<file path="src/rtl/prbs23_pkg.sv">
package prbs23_pkg;

    typedef enum logic [1:0] {
        ST_IDLE,
        ST_LOAD,
        ST_HUNT,
        ST_LOCK
    } chk_state_e;

    localparam int PRBS_LEN = 23;
    localparam int TAP_FAR  = 23;
    localparam int TAP_NEAR = 18;

endpackage

</file>
<file path="src/rtl/prbs23_sync_fsm.sv">
module prbs23_sync_fsm
    import prbs23_pkg::*;
#(
    parameter int RUN_LEN   = 64,
    parameter int WIN_LEN   = 64,
    parameter int LOSS_ERRS = 8
) (
    input  logic clk,
    input  logic rst_n,
    input  logic active,
    input  logic rx_bit,
    output logic bit_err,
    output logic in_lock
);

    localparam int RUN_W = $clog2(RUN_LEN + 1);
    localparam int WIN_W = $clog2(WIN_LEN);
    localparam int ECW   = $clog2(LOSS_ERRS + 1);
    localparam int LD_W  = $clog2(PRBS_LEN);

    chk_state_e            state_q, state_d;
    logic [PRBS_LEN-1:0]   sr_q;
    logic [LD_W-1:0]       ld_q;
    logic [RUN_W-1:0]      run_q, run_nx;
    logic [WIN_W-1:0]      win_q;
    logic [ECW-1:0]        werr_q, werr_nx;
    logic                  pred, mism, comparing, slip, acquire;

    // Prediction from the two taps; an all-zero register is never accepted
    assign pred      = sr_q[TAP_FAR-1] ^ sr_q[TAP_NEAR-1];
    assign mism      = (rx_bit != pred) || (sr_q == '0);
    assign comparing = active && ((state_q == ST_HUNT) || (state_q == ST_LOCK));
    assign werr_nx   = werr_q + ECW'(comparing && mism);
    assign slip      = comparing && (werr_nx >= ECW'(LOSS_ERRS));
    assign run_nx    = mism ? '0 : run_q + RUN_W'(1);
    assign acquire   = (state_q == ST_HUNT) && !slip && (run_nx == RUN_W'(RUN_LEN));

    // Next-state logic
    always_comb begin
        state_d = state_q;
        unique case (state_q)
            ST_IDLE: if (active) state_d = ST_LOAD;                          // T_START
            ST_LOAD: begin
                if (!active)                           state_d = ST_IDLE;   // T_HALT
                else if (ld_q == LD_W'(PRBS_LEN - 1))  state_d = ST_HUNT;   // T_FILLED
            end
            ST_HUNT: begin
                if (!active)      state_d = ST_IDLE;                         // T_HALT
                else if (slip)    state_d = ST_LOAD;                         // T_SLIP
                else if (acquire) state_d = ST_LOCK;                         // T_ACQUIRE
            end
            ST_LOCK: begin
                if (!active)   state_d = ST_IDLE;                            // T_HALT
                else if (slip) state_d = ST_LOAD;                            // T_SLIP
            end
            default: state_d = ST_IDLE;
        endcase
    end

    // State register
    always_ff @(posedge clk or negedge rst_n) begin
        if (!rst_n) state_q <= ST_IDLE;
        else        state_q <= state_d;
    end

    // Datapath registers
    always_ff @(posedge clk or negedge rst_n) begin
        if (!rst_n) begin
            sr_q   <= '0;
            ld_q   <= '0;
            run_q  <= '0;
            win_q  <= '0;
            werr_q <= '0;
        end else if (!active) begin
            ld_q   <= '0;
            run_q  <= '0;
            win_q  <= '0;
            werr_q <= '0;
        end else begin
            sr_q <= {sr_q[PRBS_LEN-2:0], rx_bit};
            unique case (state_q)
                ST_IDLE: begin
                    ld_q   <= LD_W'(1);
                    run_q  <= '0;
                    win_q  <= '0;
                    werr_q <= '0;
                end
                ST_LOAD: begin
                    ld_q   <= ld_q + LD_W'(1);
                    run_q  <= '0;
                    win_q  <= '0;
                    werr_q <= '0;
                end
                ST_HUNT, ST_LOCK: begin
                    ld_q  <= '0;
                    run_q <= (state_q == ST_HUNT) ? run_nx : '0;
                    if (slip || acquire || (win_q == WIN_W'(WIN_LEN - 1))) begin
                        win_q  <= '0;
                        werr_q <= '0;
                    end else begin
                        win_q  <= win_q + WIN_W'(1);
                        werr_q <= werr_nx;
                    end
                end
                default: ld_q <= '0;
            endcase
        end
    end

    // Outputs
    always_comb begin
        bit_err = comparing && mism;
        in_lock = (state_q == ST_LOCK);
    end

endmodule

</file>
<file path="config.mk">
export PLATFORM = sky130hd
export DESIGN_NAME = prbs23_sync_fsm
export DESIGN_NICKNAME = d
export VERILOG_FILES = /design/src/rtl/prbs23_pkg.sv /design/src/rtl/prbs23_sync_fsm.sv
export SDC_FILE = /design/constraint.sdc
export NUM_CORES = 1
export LEC_CHECK = 0
export BUFFER_PORTS_ARGS = -buffer_cell sky130_fd_sc_hd__buf_2
export CORE_ASPECT_RATIO = 1.25
export CORE_MARGIN = 5
export CORE_UTILIZATION = 60
export CTS_CLUSTER_DIAMETER = 30
export DETAILED_ROUTE_END_ITERATION = 7
export PLACE_DENSITY = 0.77
export SYNTH_ARGS = -nofsm -noshare
export SYNTH_HDL_FRONTEND = slang
export SYNTH_SLANG_ARGS = --single-unit
</file>
<file path="constraint.sdc">
create_clock -name clk -period 3 [get_ports clk]
set_input_delay 0.3 -clock clk [delete_from_list [all_inputs] [get_ports clk]]
set_output_delay 0.3 -clock clk [all_outputs]
set_load 0.02 [all_outputs]
</file>
; Word-level counts from Yosys, hierarchy flattened
; Cells that the tools add are included.
[totals]
register_bits = 47
inputBits = 4
elab_cells = 59
[op_classes]
n_addsub = 4
eq_ne = 11
order_cmp = 1
n_reduce_logical = 15
n_mux = 21
n_bitwise = 1
[op_table]
columns = cell, count
row1 = $logic_not 23->1, 1
row2 = $mux 7, 3
row3 = $mux 2, 8
row4 = $pmux 5 s3, 1
row5 = $pmux 7 s2, 1
row6 = $mux 6, 2
row7 = $pmux 6 s2, 1
row8 = $mux 4, 2
row9 = $pmux 2 s4, 1
row10 = $pmux 4 s2, 1
row11 = $add 7x1->7 const B, 1
row12 = $eq 7x7->1 const B, 1
row13 = $add 6x1->6 const B, 1
row14 = $eq 6x6->1 const B, 1
row15 = $add 5x1->5 const B, 1
row16 = $eq 5x5->1 const B, 1
row17 = $logic_and 1x1->1, 5
row18 = $mux 5, 1
row19 = $add 4x1->4, 1
row20 = $eq 2x2->1 const B, 2
row21 = $ge 4x4->1 const B, 1
row22 = $logic_or 1x1->1, 4
row23 = $ne 4x4->1 const B, 1
row24 = $reduce_and 4->1, 1
row25 = other kinds (9), 10

; Logic depth before layout (Yosys ltp)
[depth]
depth_word = 15
ltp_mapped = 11
mapped_depth_nobuf = 10

; Least setup slack after synthesis
; OpenSTA, ideal clock, no wires.
[synth_timing]
path_type = register to register
from = register sr_q[17]
to = register state_q[0]
t_arrival_ps = 2393
slack_ps = 483
setup_time_ps = 124
required_time_ps = 2876
stages_incl_launch_ff = 10
synth_period_minus_slack_ps = 2517
path_cell_list = dfrtp_1 -> nor4_1 -> nand4_1 -> o21ai_2 -> nor2b_1 -> ha_1 -> nand4_1 -> a21o_1 -> clkbuf_1 -> o31a_1
[synth_between]
elab_chain_len = 12
elab_cells_between_ends = 19
[synth_rtl]
columns = element, line_no
row1 = start: declaration, prbs23_sync_fsm.sv:22  ; logic [PRBS_LEN-1:0] sr_q;
row2 = start signal: assignment, prbs23_sync_fsm.sv:80  ; sr_q <= {sr_q[PRBS_LEN-2:0], rx_bit};
row3 = branches (longest 2 deep; another with $logic_not 23->1), n/a
row4 = $logic_or 1x1->1 *, prbs23_sync_fsm.sv:31  ; assign mism = (rx_bit != pred) || (sr_q == '0);
row5 = $logic_and 1x1->1 *, n/a
row6 = via bit_err, prbs23_sync_fsm.sv:12  ; output logic bit_err,
row7 = $add 4x1->4 *, prbs23_sync_fsm.sv:33  ; assign werr_nx = werr_q + ECW'(comparing && mism);
row8 = $ge 4x4->1 *, prbs23_sync_fsm.sv:34  ; assign slip = comparing && (werr_nx >= ECW'(LOSS_ERRS));
row9 = $logic_and 1x1->1 *, prbs23_sync_fsm.sv:34
row10 = $logic_not 1->1, prbs23_sync_fsm.sv:36  ; assign acquire = (state_q == ST_HUNT) && !slip && (run_nx == RUN_W'(RUN_LEN));
row11 = $logic_and 1x1->1 (2 in series), prbs23_sync_fsm.sv:36
row12 = $ne 4x4->1 (no source line), n/a
row13 = $reduce_and 4->1 (no source line), n/a
row14 = end signal: assignment, prbs23_sync_fsm.sv:63  ; else state_q <= state_d;
row15 = end: declaration, prbs23_sync_fsm.sv:21  ; chk_state_e state_q, state_d;
; Mark *: on every way through the listed nets, which the timed path passes.
; A chain may end at the register's enable or synchronous reset.

; Worst setup path after layout
[layout_timing]
from = register sr_q[17]
to = register werr_q[1]
[layout_between]
elab_chain_len = 15
elab_cells_between_ends = 18
[layout_rtl]
columns = element, line_no
row1 = branches (longest 2 deep; another with $logic_not 23->1), n/a
row2 = $logic_or 1x1->1 *, prbs23_sync_fsm.sv:31
row3 = $logic_and 1x1->1, prbs23_sync_fsm.sv:33
row4 = $add 4x1->4, prbs23_sync_fsm.sv:33
row5 = $ge 4x4->1, prbs23_sync_fsm.sv:34
row6 = $logic_and 1x1->1, prbs23_sync_fsm.sv:34
row7 = $logic_not 1->1, prbs23_sync_fsm.sv:36
row8 = $logic_and 1x1->1 (2 in series), prbs23_sync_fsm.sv:36
row9 = $logic_or 1x1->1 (2 in series), prbs23_sync_fsm.sv:97  ; if (slip || acquire || (win_q == WIN_W'(WIN_LEN - 1))) begin
row10 = $mux 4 *, prbs23_sync_fsm.sv:97
row11 = $pmux 4 s2 *, prbs23_sync_fsm.sv:81  ; unique case (state_q)
row12 = $mux 4 *, prbs23_sync_fsm.sv:74  ; end else if (!active) begin
row13 = end signal: assignment, prbs23_sync_fsm.sv:102  ; werr_q <= werr_nx;
row14 = end: declaration, prbs23_sync_fsm.sv:26  ; logic [ECW-1:0] werr_q, werr_nx;
; Every way passes the cells marked *.

==> flow_metrics.env <==
export IMPL_status="complete, no violations"
export IMPL_fin_crit_sh=0.795
export IMPL_setup_viol=0
export IMPL_ys_warn_count=0
export IMPL_power_switching_mw=0.412
export IMPL_seqPwrFrac=0.556
export IMPL_clockRootBuffer="clkbuf_8"
export IMPL_antenna_found_initial=0
export IMPL_drive_above_1_share=0.256
export IMPL_num_nets_final=189
export IMPL_reg2reg_to="werr_q[1]"
export IMPL_clock_skew_ns=0.0105
export IMPL_clkPwrFrac=0.291
export IMPL_hp_class="input port to asynchronous set/reset pin"
export IMPL_drc=0
export IMPL_diodes=0
export IMPL_sw_frac_of_total=0.261
export IMPL_relSlewSlack=0.346
export IMPL_via_count=1279
export IMPL_powerDensity_nw_per_um2=693
export IMPL_grt_pass1_vias=1314
export IMPL_worstPathMaxFanout=9
export IMPL_peakVddDrop_v=0.000501
export IMPL_crit_arrival_ns=2.61
export IMPL_cts_resized_gates=0
export IMPL_h_tree_depth=2
export IMPL_cp_required_ns=3.23
export IMPL_die_w_um=63.0
export IMPL_finalHoldViolCount=0
export IMPL_hpwlAfterDp_um=2470
export IMPL_core_um2=3450
export IMPL_syn_to_final_growth_pct=8.07
export IMPL_crit_chain="nor4_1 -> nand4_1 -> o21ai_2 -> nor2b_1 -> ha_1 -> nand4_1 -> a21o_1 -> nor2_1 -> nand2_1 -> nor2_1"
export IMPL_grt_max_degree=48
export IMPL_critical_path_top_delay_family="simple AND/OR/NAND/NOR gates"
export IMPL_synth_seq_cells=47
export IMPL_grt_usage=0.150
export IMPL_ys_types=39
export IMPL_slowest_stage="dfrtp_1"
export IMPL_pwr_share_comb=0.153
export IMPL_max_cap_violations=0
export IMPL_path_buf_inv=0
export IMPL_final_common_cell="dfrtp_1"
export IMPL_drt_iter0_drc=39
export IMPL_period_minus_slack_ns=2.39
export IMPL_rrSetupSlack_ns=0.61
export IMPL_criticalPathCategory="flip-flop to flip-flop"
export IMPL_fp_dieH_um=76.3
export IMPL_rsz0062_at_grt="false"
export IMPL_hold_slack_ns=0.159
export IMPL_overflow=0
export IMPL_rr_startpoint="sr_q[17]"
export IMPL_grt_pass1_wl_um=5670
export IMPL_p_int_mw=1.17
export IMPL_tns_ns=0
export IMPL_layout_common_cells="47 x dfrtp_1, 23 x mux2_2, 17 x nor2_1"
export IMPL_syn_area_um2=2110
export IMPL_dpl_cell_area_um2=2160
export IMPL_die_area_um2=4810
export IMPL_cts_setup_buffers=0
export IMPL_yosys_area_top_type="dfrtp_1"
export IMPL_start_util=0.611
export IMPL_syn_avg_cell_area_um2=12.3
export IMPL_p_leak_nw=0.989
export IMPL_ys_seq_area_frac=0.558
export IMPL_synth_top_area_frac=0.558
export IMPL_wire_per_inst_um=14.9
export IMPL_synth_cells=171
export IMPL_ioPinCount=6
export IMPL_slowest_delay_ns=0.44
export IMPL_wl_um=3270
export IMPL_port_buffers=5
export IMPL_clock_path_buffers=2
export IMPL_worstSetupStartpointType="flip-flop"
export IMPL_stdcell_area_um2=2280
export IMPL_cts_tree="done"
export IMPL_seq_area_um2=1180
export IMPL_multi_input_area_um2=893
export IMPL_drtPass1Iterations=4
export IMPL_clkLatencyLatePin_ns=0.30
export IMPL_syn_num_nets=181
export IMPL_worst_pin_slew_ns=0.981
export IMPL_drt_vias_per_instance=5.84
export IMPL_nFillCells=270
export IMPL_rows=24
export IMPL_numCtsBuffers=5
export IMPL_worst_r2r_cell_count=10
export IMPL_clkTransAtPathRegs_ns=0.09
export IMPL_hold_buffers=0
export IMPL_slew_viol_final=0
export IMPL_end_kind="flip-flop"
export IMPL_fmax_ghz=0.419
export IMPL_synth_area_leaders="dfrtp_1 56%, mux2_2 12%, ha_1 3.6%"
export IMPL_drtAntennaViolNets=0
export IMPL_cts_sinks=47
export IMPL_gp_congestion=0.781
Yosys cell counts:
cell / n
o21ba_4: 1
or2_2: 1
o31a_1: 2
nor2_1: 17
ha_1: 6
nand4b_1: 1
conb_1: 1
buf_1: 2
o21a_1: 1
xor2_1: 8
buf_6: 1
o211ai_2: 1
dfrtp_1: 47
a21o_1: 2
buf_2: 1
a21oi_1: 1
a31o_2: 1
o21ai_0: 1
nand2b_1: 1
xnor2_2: 1
nor2b_1: 1
nand3_2: 1
nor4_4: 1
and3_1: 1
clkbuf_1: 1
nor3_2: 1
nor3_1: 5
and2_1: 1
nand4_1: 2
or3_1: 1
nand2_1: 9
nand3_1: 7
nor4_1: 9
inv_1: 3
mux2_2: 23
o21ai_2: 1
xnor2_1: 5
and2_0: 1
a32oi_1: 1
registers in the layout, summed over array words and instances (netlist names):
register and flops:
sr_q 23, win_q 6, run_q 7, ld_q 5
werr_q 4, state_q 2
kinds of logic (layout without fill, tap and decap cells):
logic type	count (synthesis)	in the layout	share of synthesized area
and+or+nand+nor	60	60	0.152
DFF	47	47	0.558
muxes	23	23	0.123
xor gates and xnor gates	14	14	0.0617
AOI/OAI and AO/OA	12	12	0.0499
buffers and inverters	8	17	0.0184
adders and majority gates	6	6	0.0356
other	1	1	0.00178
per-layer routing:
metal  global-route usage  vias to the layer above  share of wire
li1                     -                      619              -
met1                0.161                      640           0.40
met2                0.271                       15           0.55
met3               0.0398                        5          0.036
met4               0.0637                        0          0.013
met5                    0                        -              0
cell type report:
| cell class | count | share of cell area |
|---|---|---|
| clock buffer | 5 | 0.0302 |
| inverter | 3 | 0.00494 |
| timing repair buffer | 6 | 0.0143 |
| clock inverter | 3 | 0.0209 |
| multi-input combinational | 116 | 0.392 |
| sequential | 47 | 0.516 |
| tap | 39 | 0.0214 |
worst max path at each step:
| stage | start | endpoint | slack [ns] | cells past startpoint |
|---|---|---|---|---|
| after global routing | sr_q[17] | werr_q[1] | 0.37 | 10 |
| after global placement | sr_q[8] | state_q[0] | 0.76 | 8 |
| final | sr_q[17] | werr_q[1] | 0.61 | 10 |
| after floorplan | sr_q[17] | state_q[0] | 0.48 | 9 |
| after detailed placement | sr_q[17] | werr_q[1] | 0.62 | 10 |
| after CTS | sr_q[17] | werr_q[2] | 0.58 | 8 |
worst reg2reg max path, stage by stage, from the launching register on:
cell     delay (ns)
dfrtp_1        0.44
nor4_1         0.29
nand4_1        0.14
o21ai_2        0.26
nor2b_1        0.21
ha_1           0.21
nand4_1        0.10
a21o_1         0.28
nor2_1         0.21
nand2_1        0.08
nor2_1         0.08
power by group through the flow:
stage	clock network [mW]	registers [mW]	logic, mW
2_1_floorplan	0	0.852	0.207
3_3_place_gp	0	0.881	0.234
3_5_place_dp	0	0.894	0.247
4_1_cts	0.473	0.881	0.248
5_1_grt	0.504	0.896	0.270
6_report	0.460	0.877	0.242
metrics by stage:
step,setup WS [ns],cells,util,power (mW)
6_report,0.614,219,0.660,1.58
4_1_cts,0.584,219,0.660,1.60
2_1_floorplan,0.483,171,-,1.06
3_5_place_dp,0.617,211,0.626,1.14
3_3_place_gp,0.760,211,0.626,1.12
5_1_grt,0.367,219,0.660,1.67
(Power assumes the default switching activity.)
